===== src/rtl/xirq_pkg.sv =====
// Shared definitions for the external interrupt port.
package xirq_pkg;

    // Port usage modes; the encoding is the value driven on port_mode.
    typedef enum logic [1:0] {
        XM_DEDICATED = 2'b00,
        XM_VECTOR    = 2'b01,
        XM_SPLIT     = 2'b10,
        XM_OFF       = 2'b11
    } xirq_mode_e;

endpackage


===== src/rtl/xirq_sync.sv =====
// Multi-stage synchronizer for asynchronous active-low inputs.
// Assumes inputs idle high; every stage resets to 1 so no false edge follows reset.
module xirq_sync #(
    parameter int W      = 1,
    parameter int STAGES = 2
) (
    input  logic         clk,
    input  logic         rst_n,
    input  logic [W-1:0] d_async,
    output logic [W-1:0] q
);

    logic [STAGES-1:0][W-1:0] chain;

    // Shift the raw inputs through the synchronizer chain.
    always_ff @(posedge clk) begin
        if (!rst_n) begin
            chain <= '1;
        end else begin
            chain[0] <= d_async;
            for (int s = 1; s < STAGES; s++) begin
                chain[s] <= chain[s-1];
            end
        end
    end

    assign q = chain[STAGES-1];

endmodule


===== src/rtl/xirq_edge.sv =====
// Falling-edge detector with per-bit pending latches.
// Assumes lvl_n is already synchronous. A bit latches on a 1->0 transition,
// is cleared by clr, and is forced to 0 while its arm bit is low.
// A new edge wins over a clear in the same cycle.
module xirq_edge #(
    parameter int W = 1
) (
    input  logic         clk,
    input  logic         rst_n,
    input  logic [W-1:0] lvl_n,
    input  logic [W-1:0] arm,
    input  logic [W-1:0] clr,
    output logic [W-1:0] pend
);

    logic [W-1:0] prev_n;
    logic [W-1:0] fall;

    // Detect high-to-low transitions of the synchronized level.
    always_comb begin
        fall = prev_n & ~lvl_n;
    end

    // Hold the previous level and update the pending latches.
    always_ff @(posedge clk) begin
        if (!rst_n) begin
            prev_n <= '1;
            pend   <= '0;
        end else begin
            prev_n <= lvl_n;
            pend   <= ((pend & ~clr) | fall) & arm;
        end
    end

endmodule


===== src/rtl/xirq_select.sv =====
// Picks the winning candidate among the dedicated sources and the port vector.
// Dedicated: highest priority wins, ties go to the lower pin index, zero vectors
// are skipped. The port candidate replaces the dedicated winner only with a
// strictly higher priority. Priority is the upper PRI_W bits of a vector.
module xirq_select #(
    parameter int PIN_W = 8,
    parameter int VEC_W = 8,
    parameter int PRI_W = 5,
    parameter int SRC_W = 4
) (
    input  logic [PIN_W-1:0]       ded_act,
    input  logic [PIN_W*VEC_W-1:0] ded_vec,
    input  logic                   port_act,
    input  logic [VEC_W-1:0]       port_vec,
    output logic                   win_valid,
    output logic [VEC_W-1:0]       win_vec,
    output logic [SRC_W-1:0]       win_src
);

    localparam int TOP = VEC_W - 1;
    localparam logic [SRC_W-1:0] PORT_ID = SRC_W'(PIN_W);

    logic [VEC_W-1:0] cv;

    // Scan the dedicated sources in index order, then weigh the port candidate.
    always_comb begin
        win_valid = 1'b0;
        win_vec   = '0;
        win_src   = '0;
        cv        = '0;
        for (int i = 0; i < PIN_W; i++) begin
            cv = ded_vec[i*VEC_W +: VEC_W];
            if (ded_act[i] && (cv != '0) &&
                (!win_valid || (cv[TOP -: PRI_W] > win_vec[TOP -: PRI_W]))) begin
                win_valid = 1'b1;
                win_vec   = cv;
                win_src   = SRC_W'(i);
            end
        end
        if (port_act &&
            (!win_valid || (port_vec[TOP -: PRI_W] > win_vec[TOP -: PRI_W]))) begin
            win_valid = 1'b1;
            win_vec   = port_vec;
            win_src   = PORT_ID;
        end
    end

endmodule


===== src/rtl/xirq_port.sv =====
// External interrupt port controller.
// Converts the active-low pin port and the non-maskable input into one request
// with a vector number. Assumes pins are asynchronous, the core holds cur_pri
// steady while it reads a request, and ack is a one-cycle pulse issued while
// irq_req is high. Outputs are registered.
module xirq_port #(
    parameter int                      PIN_W       = 8,
    parameter int                      PRI_W       = 5,
    parameter int                      SPLIT_DED   = 3,
    parameter logic [SPLIT_DED-1:0]    SPLIT_FILL  = 3'b010,
    parameter logic [PIN_W-1:0]        NMI_VEC     = 8'hF8,
    parameter int                      SYNC_STAGES = 2
) (
    input  logic                   clk,
    input  logic                   rst_n,
    input  logic [PIN_W-1:0]       xin_n,
    input  logic                   nmi_n,
    input  logic [1:0]             port_mode,
    input  logic [PIN_W-1:0]       edge_sel,
    input  logic [PIN_W*PIN_W-1:0] ded_vec,
    input  logic [PRI_W-1:0]       cur_pri,
    input  logic                   ack,
    output logic                   irq_req,
    output logic [PIN_W-1:0]       irq_vec,
    output logic                   irq_nmi
);
    import xirq_pkg::*;

    localparam int VEC_W        = PIN_W;
    localparam int TOP          = VEC_W - 1;
    localparam int SPLIT_PORT_W = PIN_W - SPLIT_DED;
    localparam int SRC_W        = $clog2(PIN_W + 2);
    localparam logic [SRC_W-1:0] NMI_ID = SRC_W'(PIN_W + 1);

    xirq_mode_e         mode;
    logic [PIN_W:0]     s_all;
    logic [PIN_W-1:0]   s_pin;
    logic [0:0]         s_nmi;
    logic [PIN_W-1:0]   role;
    logic [PIN_W-1:0]   edge_pend;
    logic [PIN_W-1:0]   ded_act;
    logic [PIN_W-1:0]   ded_clr;
    logic [0:0]         nmi_pend;
    logic [0:0]         nmi_clr;
    logic               port_act;
    logic [VEC_W-1:0]   port_vec;
    logic               win_valid;
    logic [VEC_W-1:0]   win_vec;
    logic [SRC_W-1:0]   win_src;
    logic [SRC_W-1:0]   out_src;

    assign mode = xirq_mode_e'(port_mode);

    // Synchronize the port pins together with the non-maskable input.
    xirq_sync #(.W(PIN_W + 1), .STAGES(SYNC_STAGES)) u_sync (
        .clk    (clk),
        .rst_n  (rst_n),
        .d_async({nmi_n, xin_n}),
        .q      (s_all)
    );

    assign s_pin = s_all[PIN_W-1:0];
    assign s_nmi = s_all[PIN_W];

    // Mark which pins act as dedicated sources in the current mode.
    always_comb begin
        case (mode)
            XM_DEDICATED: role = '1;
            XM_SPLIT:     role = {{SPLIT_DED{1'b1}}, {SPLIT_PORT_W{1'b0}}};
            default:      role = '0;
        endcase
    end

    // Edge latches for dedicated pins configured as falling-edge sources.
    xirq_edge #(.W(PIN_W)) u_pin_edge (
        .clk  (clk),
        .rst_n(rst_n),
        .lvl_n(s_pin),
        .arm  (role & edge_sel),
        .clr  (ded_clr),
        .pend (edge_pend)
    );

    // Edge latch for the non-maskable input.
    xirq_edge #(.W(1)) u_nmi_edge (
        .clk  (clk),
        .rst_n(rst_n),
        .lvl_n(s_nmi),
        .arm  (1'b1),
        .clr  (nmi_clr),
        .pend (nmi_pend)
    );

    // Combine level and edge sensing into the active dedicated sources.
    always_comb begin
        ded_act = role & ((edge_sel & edge_pend) | (~edge_sel & ~s_pin));
    end

    // Build the vector taken from the port in vector and split modes.
    always_comb begin
        case (mode)
            XM_VECTOR: port_vec = ~s_pin;
            XM_SPLIT:  port_vec = {~s_pin[SPLIT_PORT_W-1:0], SPLIT_FILL};
            default:   port_vec = '0;
        endcase
        port_act = (port_vec != '0);
    end

    // Choose the winning ordinary source.
    xirq_select #(
        .PIN_W(PIN_W),
        .VEC_W(VEC_W),
        .PRI_W(PRI_W),
        .SRC_W(SRC_W)
    ) u_select (
        .ded_act  (ded_act),
        .ded_vec  (ded_vec),
        .port_act (port_act),
        .port_vec (port_vec),
        .win_valid(win_valid),
        .win_vec  (win_vec),
        .win_src  (win_src)
    );

    // Decode the acknowledge into a clear for the source being presented.
    always_comb begin
        ded_clr = '0;
        nmi_clr = 1'b0;
        if (ack && irq_req) begin
            if (irq_nmi) begin
                nmi_clr = 1'b1;
            end else if (out_src < SRC_W'(PIN_W)) begin
                ded_clr = PIN_W'(1) << out_src;
            end
        end
    end

    // Register the request, giving the non-maskable source absolute precedence.
    always_ff @(posedge clk) begin
        if (!rst_n) begin
            irq_req <= 1'b0;
            irq_nmi <= 1'b0;
            irq_vec <= '0;
            out_src <= '0;
        end else if (nmi_pend[0]) begin
            irq_req <= 1'b1;
            irq_nmi <= 1'b1;
            irq_vec <= NMI_VEC;
            out_src <= NMI_ID;
        end else if (win_valid && (win_vec[TOP -: PRI_W] > cur_pri)) begin
            irq_req <= 1'b1;
            irq_nmi <= 1'b0;
            irq_vec <= win_vec;
            out_src <= win_src;
        end else begin
            irq_req <= 1'b0;
            irq_nmi <= 1'b0;
            irq_vec <= '0;
            out_src <= '0;
        end
    end

endmodule


===== config.mk =====
export PLATFORM = sky130hd
export DESIGN_NAME = xirq_port
export DESIGN_NICKNAME = d
export VERILOG_FILES = /design/src/rtl/xirq_pkg.sv /design/src/rtl/xirq_sync.sv /design/src/rtl/xirq_edge.sv /design/src/rtl/xirq_select.sv /design/src/rtl/xirq_port.sv
export SDC_FILE = /design/constraint.sdc
export NUM_CORES = 1
export LEC_CHECK = 0
export BUFFER_PORTS_ARGS = -buffer_cell sky130_fd_sc_hd__buf_4
export CAP_MARGIN = 20
export CELL_PAD_IN_SITES_DETAIL_PLACEMENT = 1
export CELL_PAD_IN_SITES_GLOBAL_PLACEMENT = 2
export CORE_AREA = 2 2 83 165
export CTS_CLUSTER_DIAMETER = 30
export DETAILED_ROUTE_END_ITERATION = 8
export DIE_AREA = 0 0 85 167
export PLACE_DENSITY_LB_ADDON = 0.05
export SLEW_MARGIN = 20
export SYNTH_ARGS = -nofsm -noshare
export SYNTH_HDL_FRONTEND = slang
export SYNTH_SLANG_ARGS = --single-unit

===== constraint.sdc =====
create_clock -name clk -period 30.6 [get_ports clk]
set_clock_uncertainty 0.2 [all_clocks]
set_input_delay 0 -clock clk [delete_from_list [all_inputs] [get_ports clk]]
set_output_delay 0 -clock clk [all_outputs]
set_load 0.1 [all_outputs]

==> results of run 1 <==
==> layout make-up <==
type	instances	area share
clock buffer	5	0.02187
tap	152	0.03324
multi-input combinational	446	0.5209
inverter	34	0.02230
timing repair buffer	152	0.2222
clock inverter	3	0.004592
sequential	50	0.1749
==> through the flow <==
step	area, sq um	worst slack (ps)	total power [W]	utilization	hold slack, ps
finish	5722	13010	0.0001847	0.4429	92.97
CTS	5719	12710	0.0001866	0.4427	92.36
detailed placement	5047	13060	0.0001229	0.3907	-12.13
floorplan	4180	16110	0.0001006	-	-98.53
global route	5722	11450	0.0001956	0.4429	157.5
global placement	5047	13530	0.0001214	0.3907	-19.17
==> timing repair <==
item	CTS	global route
setup buffers	0	0
hold buffers	52	0
endpoints found under the hold margin	43	0
==> cell usage in the layout (no fill, tap or decap), drive strengths merged, types with 9 or more instances in the layout <==
cell type	instances
dlygate4sd3	52
nor2	22
ha	47
o21a	13
a21oi	48
and3	10
a22oi	9
nand2b	44
nor4	16
dfxtp	50
inv	36
nand3	23
o21ai	39
nand2	64
buf	100
==> logic make-up after synthesis <==
group / after synthesis / synth area share
compound gates: 172 / 0.2682
fa+ha+maj: 47 / 0.1407
buf+inv: 51 / 0.04819
flops: 50 / 0.2394
mux: 14 / 0.03592
simple gates: 213 / 0.2676
==> worst paths after layout <==
check / from / endpoint / slack, ps
hold / removal: ded_vec[52] / irq_vec[4]$_SDFF_PN0_ / 90
setup / recovery: u_sync.q[0]$_SDFF_PN1_ / irq_vec[3]$_SDFF_PN0_ / 13010
setup reg to reg: u_sync.q[0]$_SDFF_PN1_ / irq_vec[3]$_SDFF_PN0_ / 13010
hold reg to reg: u_sync.chain[0]$_SDFF_PN1_ / u_sync.q[0]$_SDFF_PN1_ / 210
==> power groups by stage <==
stage	Sequential (W)	Combinational, W	Clock [W]
global placement	0.0000703	0.0000512	0
global route	0.0000691	0.0000632	0.0000633
floorplan	0.0000736	0.0000270	0
detailed placement	0.0000703	0.0000526	0
CTS	0.0000688	0.0000570	0.0000608
finish	0.0000688	0.0000568	0.0000591
==> critical path: cells and delay by family, from the launching register on <==
| kind | cells | cell delay [ps] |
|---|---|---|
| mux | 2 | 860 |
| fa+ha+maj | 9 | 2620 |
| compound gates | 42 | 8000 |
| flops | 1 | 380 |
| buf+inv | 4 | 810 |
| simple gates | 24 | 4560 |
==> layer usage <==
layer	GRT usage	up-vias
met5	0	-
met4	0.1001	0
met3	0.02131	37
met2	0.4623	127
met1	0.2207	2227
li1	-	2282
==> flip-flops by register name (all words and copies together) (netlist names) <==
signal / count
irq_nmi: 1
irq_req: 1
irq_vec: 8
out_src: 4
u_nmi_edge.pend: 1
u_nmi_edge.prev_n: 1
u_pin_edge.pend: 8
u_pin_edge.prev_n: 8
u_sync.chain: 9
u_sync.q: 9
==> reports/results.txt, run 1 <==
number of stages on the worst hold path: 4
register clock-pin slew on the reported worst setup and hold paths: 70 ps
detailed placer's ending HPWL: 13,080 um
synthesized area: 0.004180 sq mm
number of DRC markers after the initial detailed-route iteration: 132
critical-path cell with the highest stage delay: dlygate4sd3_1
chip height: 167 um
Total Neg Setup Slack: 0 ps
combined area of the multi-input logic cells: 0.002980 sq mm
horizontal die dimension: 85 um
root cell of the clock tree: clkbuf_16
total of fill cells in the finished design: 1,638
number of global-route vias before repair: 5,123
post-synthesis cell count: 547
outcome: finished, final reports clean
top-count cell post-synth: nand2_1
area of the core: 0.01292 sq mm
# Max-Cap Violations: 0
sequential power share: 0.373
FF+latch count, synth: 50
leakage power: 2.459 nW
Arr. time, crit path: 17,580 ps
CP startpoint kind: flip-flop
Int Pwr: 0.0001247 W
area delta synth->final: 36.88%
port bufs: 100
Routed Wire Length: 16,170 um
Max H-tree Level: 2
count of pins over their slew limit: 0
number of clock buffers inserted by TritonCTS: 5
total via count after detailed routing: 4,673
clock network fraction of design power: 0.320
final net count: 827
area occupied by registers: 0.001001 sq mm
average via count per standard cell: 5.550
biggest area consumer among synthesized cells: dfxtp_1
final hold violations: 0
drt drc: 0
switch share: 0.3250
Sw Pwr: 0.00006003 W
final period demand of the worst path: 17,590 ps
crit share post-route: 0.5749
unrepaired setup endpoints after global routing: false
pin count of the biggest net entering global routing: 38
slew of the pin with the lowest slew margin: 811.9 ps
total inserted antenna cells: 0
routed metal-1 wire length: 5590 um
antenna violations before repair: 0
kind of capture point of the worst setup path: flip-flop
met3 wirelength from detailed routing: 522 um
number of detailed-route iterations in the first pass: 4
CTS max path bufs: 2
critical setup path kind: reg -> reg
number of placed instances, taps included: 782
crit-path max FO: 25
number of top-level pins: 101
Routed Antenna Nets: 0
final setup fails: 0
Most common cell on crit path: a21oi_1
required arrival time at the worst endpoint: 30,590 ps
worst skew pair latency: 300 ps
Wirelength per Cell: 19.20 um
Yosys Warn Count: 0
Unique masters post-synth: 59
cell area power density: 32.28 mW/mm^2
wire length of the first global-routing pass: 25,560 um
die area: 0.01420 sq mm
clock sink count: 50
cts repair resizes: 0
proportion of netlist area held by the largest area contributor: 0.2394
proportion of power drawn by combinational gates: 0.308
path class of the lowest-slack min-delay path: in -> reg
global placer's final weighted congestion: 0.8108
share of cells above drive strength 1: 0.1870
Site Rows: 59
sum of overflow across all layers after global routing: 0
Max Clk Rate: 56.85 MHz
final cell count without fillers: 842
Worst Reg-to-Reg Cells: 81
Relative slew margins: 0.4587
share of synthesized registers carrying an async set or reset: 0
Slowest Stage Delay on Critical Path: 580 ps
TritonCTS clock tree: done
highest routing layer actually used: met4
number of synthesized flops with an enable pin: 0
prevailing post-synth register cell: dfxtp_1
largest vdd supply drop: 0.00005543 V
sum of met2 wire segment lengths after detailed routing: 9400 um
Tot GR Track Use: 0.2281
starting utilization of the core area: 0.3236
number of nets in the synthesized netlist: 685
post-synthesis sequential area ratio: 0.2394
main area contributors after synthesis: dfxtp_1, ha_1, nand2b_1, nand2_1, a21oi_1
most common library cells after synthesis: nand2_1, dfxtp_1, a21oi_1, ha_1, nand2b_1
Syn Area/Cell: 7.642 sq um
(Power assumes the default switching activity.)
==> inputs of run 2 (changes only) <==
--- a/config.mk
+++ b/config.mk
@@ -5,14 +5,15 @@
 export SDC_FILE = /design/constraint.sdc
 export NUM_CORES = 1
 export LEC_CHECK = 0
+export ABC_AREA = 1
 export BUFFER_PORTS_ARGS = -buffer_cell sky130_fd_sc_hd__buf_4
 export CAP_MARGIN = 20
 export CELL_PAD_IN_SITES_DETAIL_PLACEMENT = 1
 export CELL_PAD_IN_SITES_GLOBAL_PLACEMENT = 2
-export CORE_AREA = 2 2 83 165
+export CORE_AREA = 2 2 93 185
 export CTS_CLUSTER_DIAMETER = 30
 export DETAILED_ROUTE_END_ITERATION = 8
-export DIE_AREA = 0 0 85 167
+export DIE_AREA = 0 0 95 187
 export PLACE_DENSITY_LB_ADDON = 0.05
 export SLEW_MARGIN = 20
 export SYNTH_ARGS = -nofsm -noshare
==> constraint.sdc (replaced) <==
create_clock -name clk -period 14.5 [get_ports clk]
set_clock_uncertainty 0.2 [all_clocks]
set_input_delay 0 -clock clk [delete_from_list [all_inputs] [get_ports clk]]
set_output_delay 0 -clock clk [all_outputs]
set_load 0.1 [all_outputs]
==> reports/results.txt, run 2 <==
outcome: finished, final reports clean
number of clock buffers inserted by TritonCTS: 5 (unchanged)
number of global-route vias before repair: 4,708 (-8.1%)
synthesized area: 0.004170 sq mm (-0.24%)
Wirelength per Cell: 14.39 um (-25%)
total via count after detailed routing: 4,528 (-3.1%)
setup ws final: 1539 ps (-11,470 ps)
worst reg2reg path startpoint: u_sync.q[0]$_SDFF_PN1_
global placer's final weighted congestion: 0.7734 (-4.6%)
wire length of the first global-routing pass: 23,070 um (-9.7%)
reg-to-reg setup timing slack: 1540 ps (-11,470 ps)
sequential power share: 0.331 (-0.042)
share of cells above drive strength 1: 0.1874 (+0.0004632)
biggest area consumer among synthesized cells: dfxtp_1
number of top-level pins: 101 (unchanged)
Most common cell on crit path: nand2_1
Slowest Stage Delay on Critical Path: 390 ps (-190 ps)
register clock-pin slew on the reported worst setup and hold paths: 70 ps (about the same)
sum of overflow across all layers after global routing: 0 (unchanged)
largest vdd supply drop: 0.00005736 V (+3.5%)
# Max-Cap Violations: 0 (unchanged)
DP Worst Slack: -61.08 ps (-13,120 ps)
number of synthesized flops with an enable pin: 0 (unchanged)
Tot GR Track Use: 0.1654 (-0.06270)
final hold violations: 0 (unchanged)
Int Pwr: 0.0002888 W (+130%)
top-count cell post-synth: nand2_1
critical setup path kind: reg -> reg
cell area power density: 77.94 mW/mm^2 (+140%)
crit-path max FO: 18 (-28%)
root cell of the clock tree: clkbuf_16
port bufs: 100 (unchanged)
highest-count cells in the layout ignoring fill and taps: nand2_1, inv_1, buf_4, dfxtp_1, nand3_1
Routed Wire Length: 14,190 um (-12%)
starting utilization of the core area: 0.2525 (-0.07106)
Relative slew margins: 0.5817 (+0.1230)
chip height: 187 um (+12%)
final setup fails: 0 (unchanged)
critical-path cell with the highest stage delay: o21ai_0
Unique masters post-synth: 43 (-27%)
kind of capture point of the worst setup path: flip-flop
Routed Antenna Nets: 0 (unchanged)
area of the core: 0.01651 sq mm (+28%)
count of pins over their slew limit: 0 (unchanged)
antenna violations before repair: 0 (unchanged)
leading cell type in the layout, fill and taps excluded: nand2_1
Max Clk Rate: 77.15 MHz (+36%)
leakage power: 3.010 nW (+22%)
Arr. time, crit path: 12,980 ps (-4600 ps)
worst r2r dst: out_src[2]$_SDFF_PP0_
area delta synth->final: 36.00%
Worst Reg-to-Reg Cells: 101 (+25%)
Worst Hold Margin: 3.809 ps (-89.16 ps)
proportion of netlist area held by the largest area contributor: 0.2400 (+0.0005747)
post-synthesis sequential area ratio: 0.2400 (+0.0005747)
Site Rows: 67 (+14%)
required arrival time at the worst endpoint: 14,510 ps (-16,080 ps)
FF+latch count, synth: 50 (unchanged)
worst skew pair latency: 300 ps (about the same)
number of detailed-route iterations in the first pass: 4 (unchanged)
Yosys Warn Count: 0 (unchanged)
worst-case hold path end point: u_nmi_edge.pend$_SDFF_PN0_
post-synthesis cell count: 648 (+18%)
clock sink count: 50 (unchanged)
CTS max path bufs: 2 (unchanged)
slew of the pin with the lowest slew margin: 621.7 ps (-190.2 ps)
hold path startpoint: ack
path class of the lowest-slack min-delay path: in -> reg
number of DRC markers after the initial detailed-route iteration: 89 (-33%)
drt drc: 0 (unchanged)
detailed placer's ending HPWL: 12,210 um (-6.7%)
CP startpoint kind: flip-flop
prevailing post-synth register cell: dfxtp_1
Syn Area/Cell: 6.436 sq um (-16%)
final net count: 916 (+11%)
clock network fraction of design power: 0.305 (-0.015)
TritonCTS clock tree: done
Sw Pwr: 0.0001533 W (+160%)
proportion of power drawn by combinational gates: 0.364 (+0.056)
switch share: 0.3467 (+0.02172)
average via count per standard cell: 4.592 (-17%)
unrepaired setup endpoints after global routing: false
horizontal die dimension: 95 um (+12%)
Final Util: 0.3434 (-0.09947)
pin count of the biggest net entering global routing: 33 (-13%)
crit share post-route: 0.8939 (+0.3190)
number of stages on the worst hold path: 4 (unchanged)
die area: 0.01777 sq mm (+25%)
main area contributors after synthesis: dfxtp_1, nand2_1, ha_1, inv_1, nand3_1
number of nets in the synthesized netlist: 786 (+15%)
final period demand of the worst path: 12,960 ps (-4629 ps)
most common library cells after synthesis: nand2_1, inv_1, dfxtp_1
total inserted antenna cells: 0 (unchanged)
Max H-tree Level: 2 (unchanged)
share of synthesized registers carrying an async set or reset: 0 (unchanged)
## run 2: cell types whose count changed after synthesis, moves of 20 or more
cell      delta
a21oi_1     -29
inv_1       +74
nand2_1    +118
nand2b_1    -44
nand3_1     +25
nor2_1      +20
## run 2: cells by family after synthesis
| logic type | count (synthesis) | synth area share |
|---|---|---|
| AND/OR/NAND/NOR | 332 | 0.3570 |
| flip-flops | 50 | 0.2400 |
| adder cells (fa/ha/maj) | 47 | 0.1410 |
| buffers and inverters | 121 | 0.1158 |
| AO/OA/AOI/OAI | 98 | 0.1461 |
## run 2: final cells by class
cell class | count | area, sq um
repair buffers | 134 | 1089
clock inverters | 2 | 37.54
multi-input cells | 477 | 2743
clock buffers | 6 | 128.9
fillers | 2128 | 10840
flip-flops and latches | 50 | 1001
well taps | 207 | 259.0
inverters | 110 | 414.1
## run 2: critical path, delay by kind of cell, from the launching register on
family                   cells  cell delay, ps
buffers and inverters       12             970
AND/OR/NAND/NOR             59            6130
AO/OA/AOI/OAI               21            2650
adder cells (fa/ha/maj)      9            2590
flip-flops                   1             320
## run 2: power groups by stage
stage	registers, W	clock network (W)	logic [W]
floorplan	0.000164	0	0.0000844
global placement	0.000150	0	0.000153
detailed placement	0.000150	0	0.000154
CTS	0.000147	0.000139	0.000161
global route	0.000147	0.000146	0.000183
finish	0.000146	0.000135	0.000161
## run 2: worst max path at each step
stage                           startpoint                     to  cells after the start
floorplan           u_sync.q[0]$_SDFF_PN1_  out_src[2]$_SDFF_PP0_                    106
global placement              port_mode[0]  out_src[2]$_SDFF_PP0_                    101
detailed placement            port_mode[0]  out_src[2]$_SDFF_PP0_                    101
CTS                 u_sync.q[0]$_SDFF_PN1_  out_src[2]$_SDFF_PP0_                     97
global route        u_sync.q[0]$_SDFF_PN1_  out_src[2]$_SDFF_PP0_                    101
finish              u_sync.q[0]$_SDFF_PN1_  out_src[2]$_SDFF_PP0_                    101
## run 2: metal layers
metal / vias to the layer above / wire, um / track usage
met5: - / 0 / 0
met4: 0 / 118 / 0.03010
met3: 7 / 445 / 0.01450
met2: 74 / 7546 / 0.3093
met1: 2076 / 6080 / 0.2014
li1: 2371 / - / -
## run 2: timing repair
item | CTS | global route
resized for setup | 1 | 17
endpoints found under the hold margin | 38 | 0
hold buffers | 33 | 0
buffers inserted | 0 | 0
endpoints found under the setup margin | 1 | 13
pin swaps | 0 | 0
## run 2: through the flow
step	TNS (ps)	instance area (sq um)	std cells	power [W]
final	0	5672	986	0.0004421
after global routing	0	5672	986	0.0004758
after CTS	0	5615	986	0.0004472
after detailed placement	-88.01	5119	945	0.0003033
after global placement	0	5119	945	0.0003025
after floorplan	0	4170	648	0.0002483
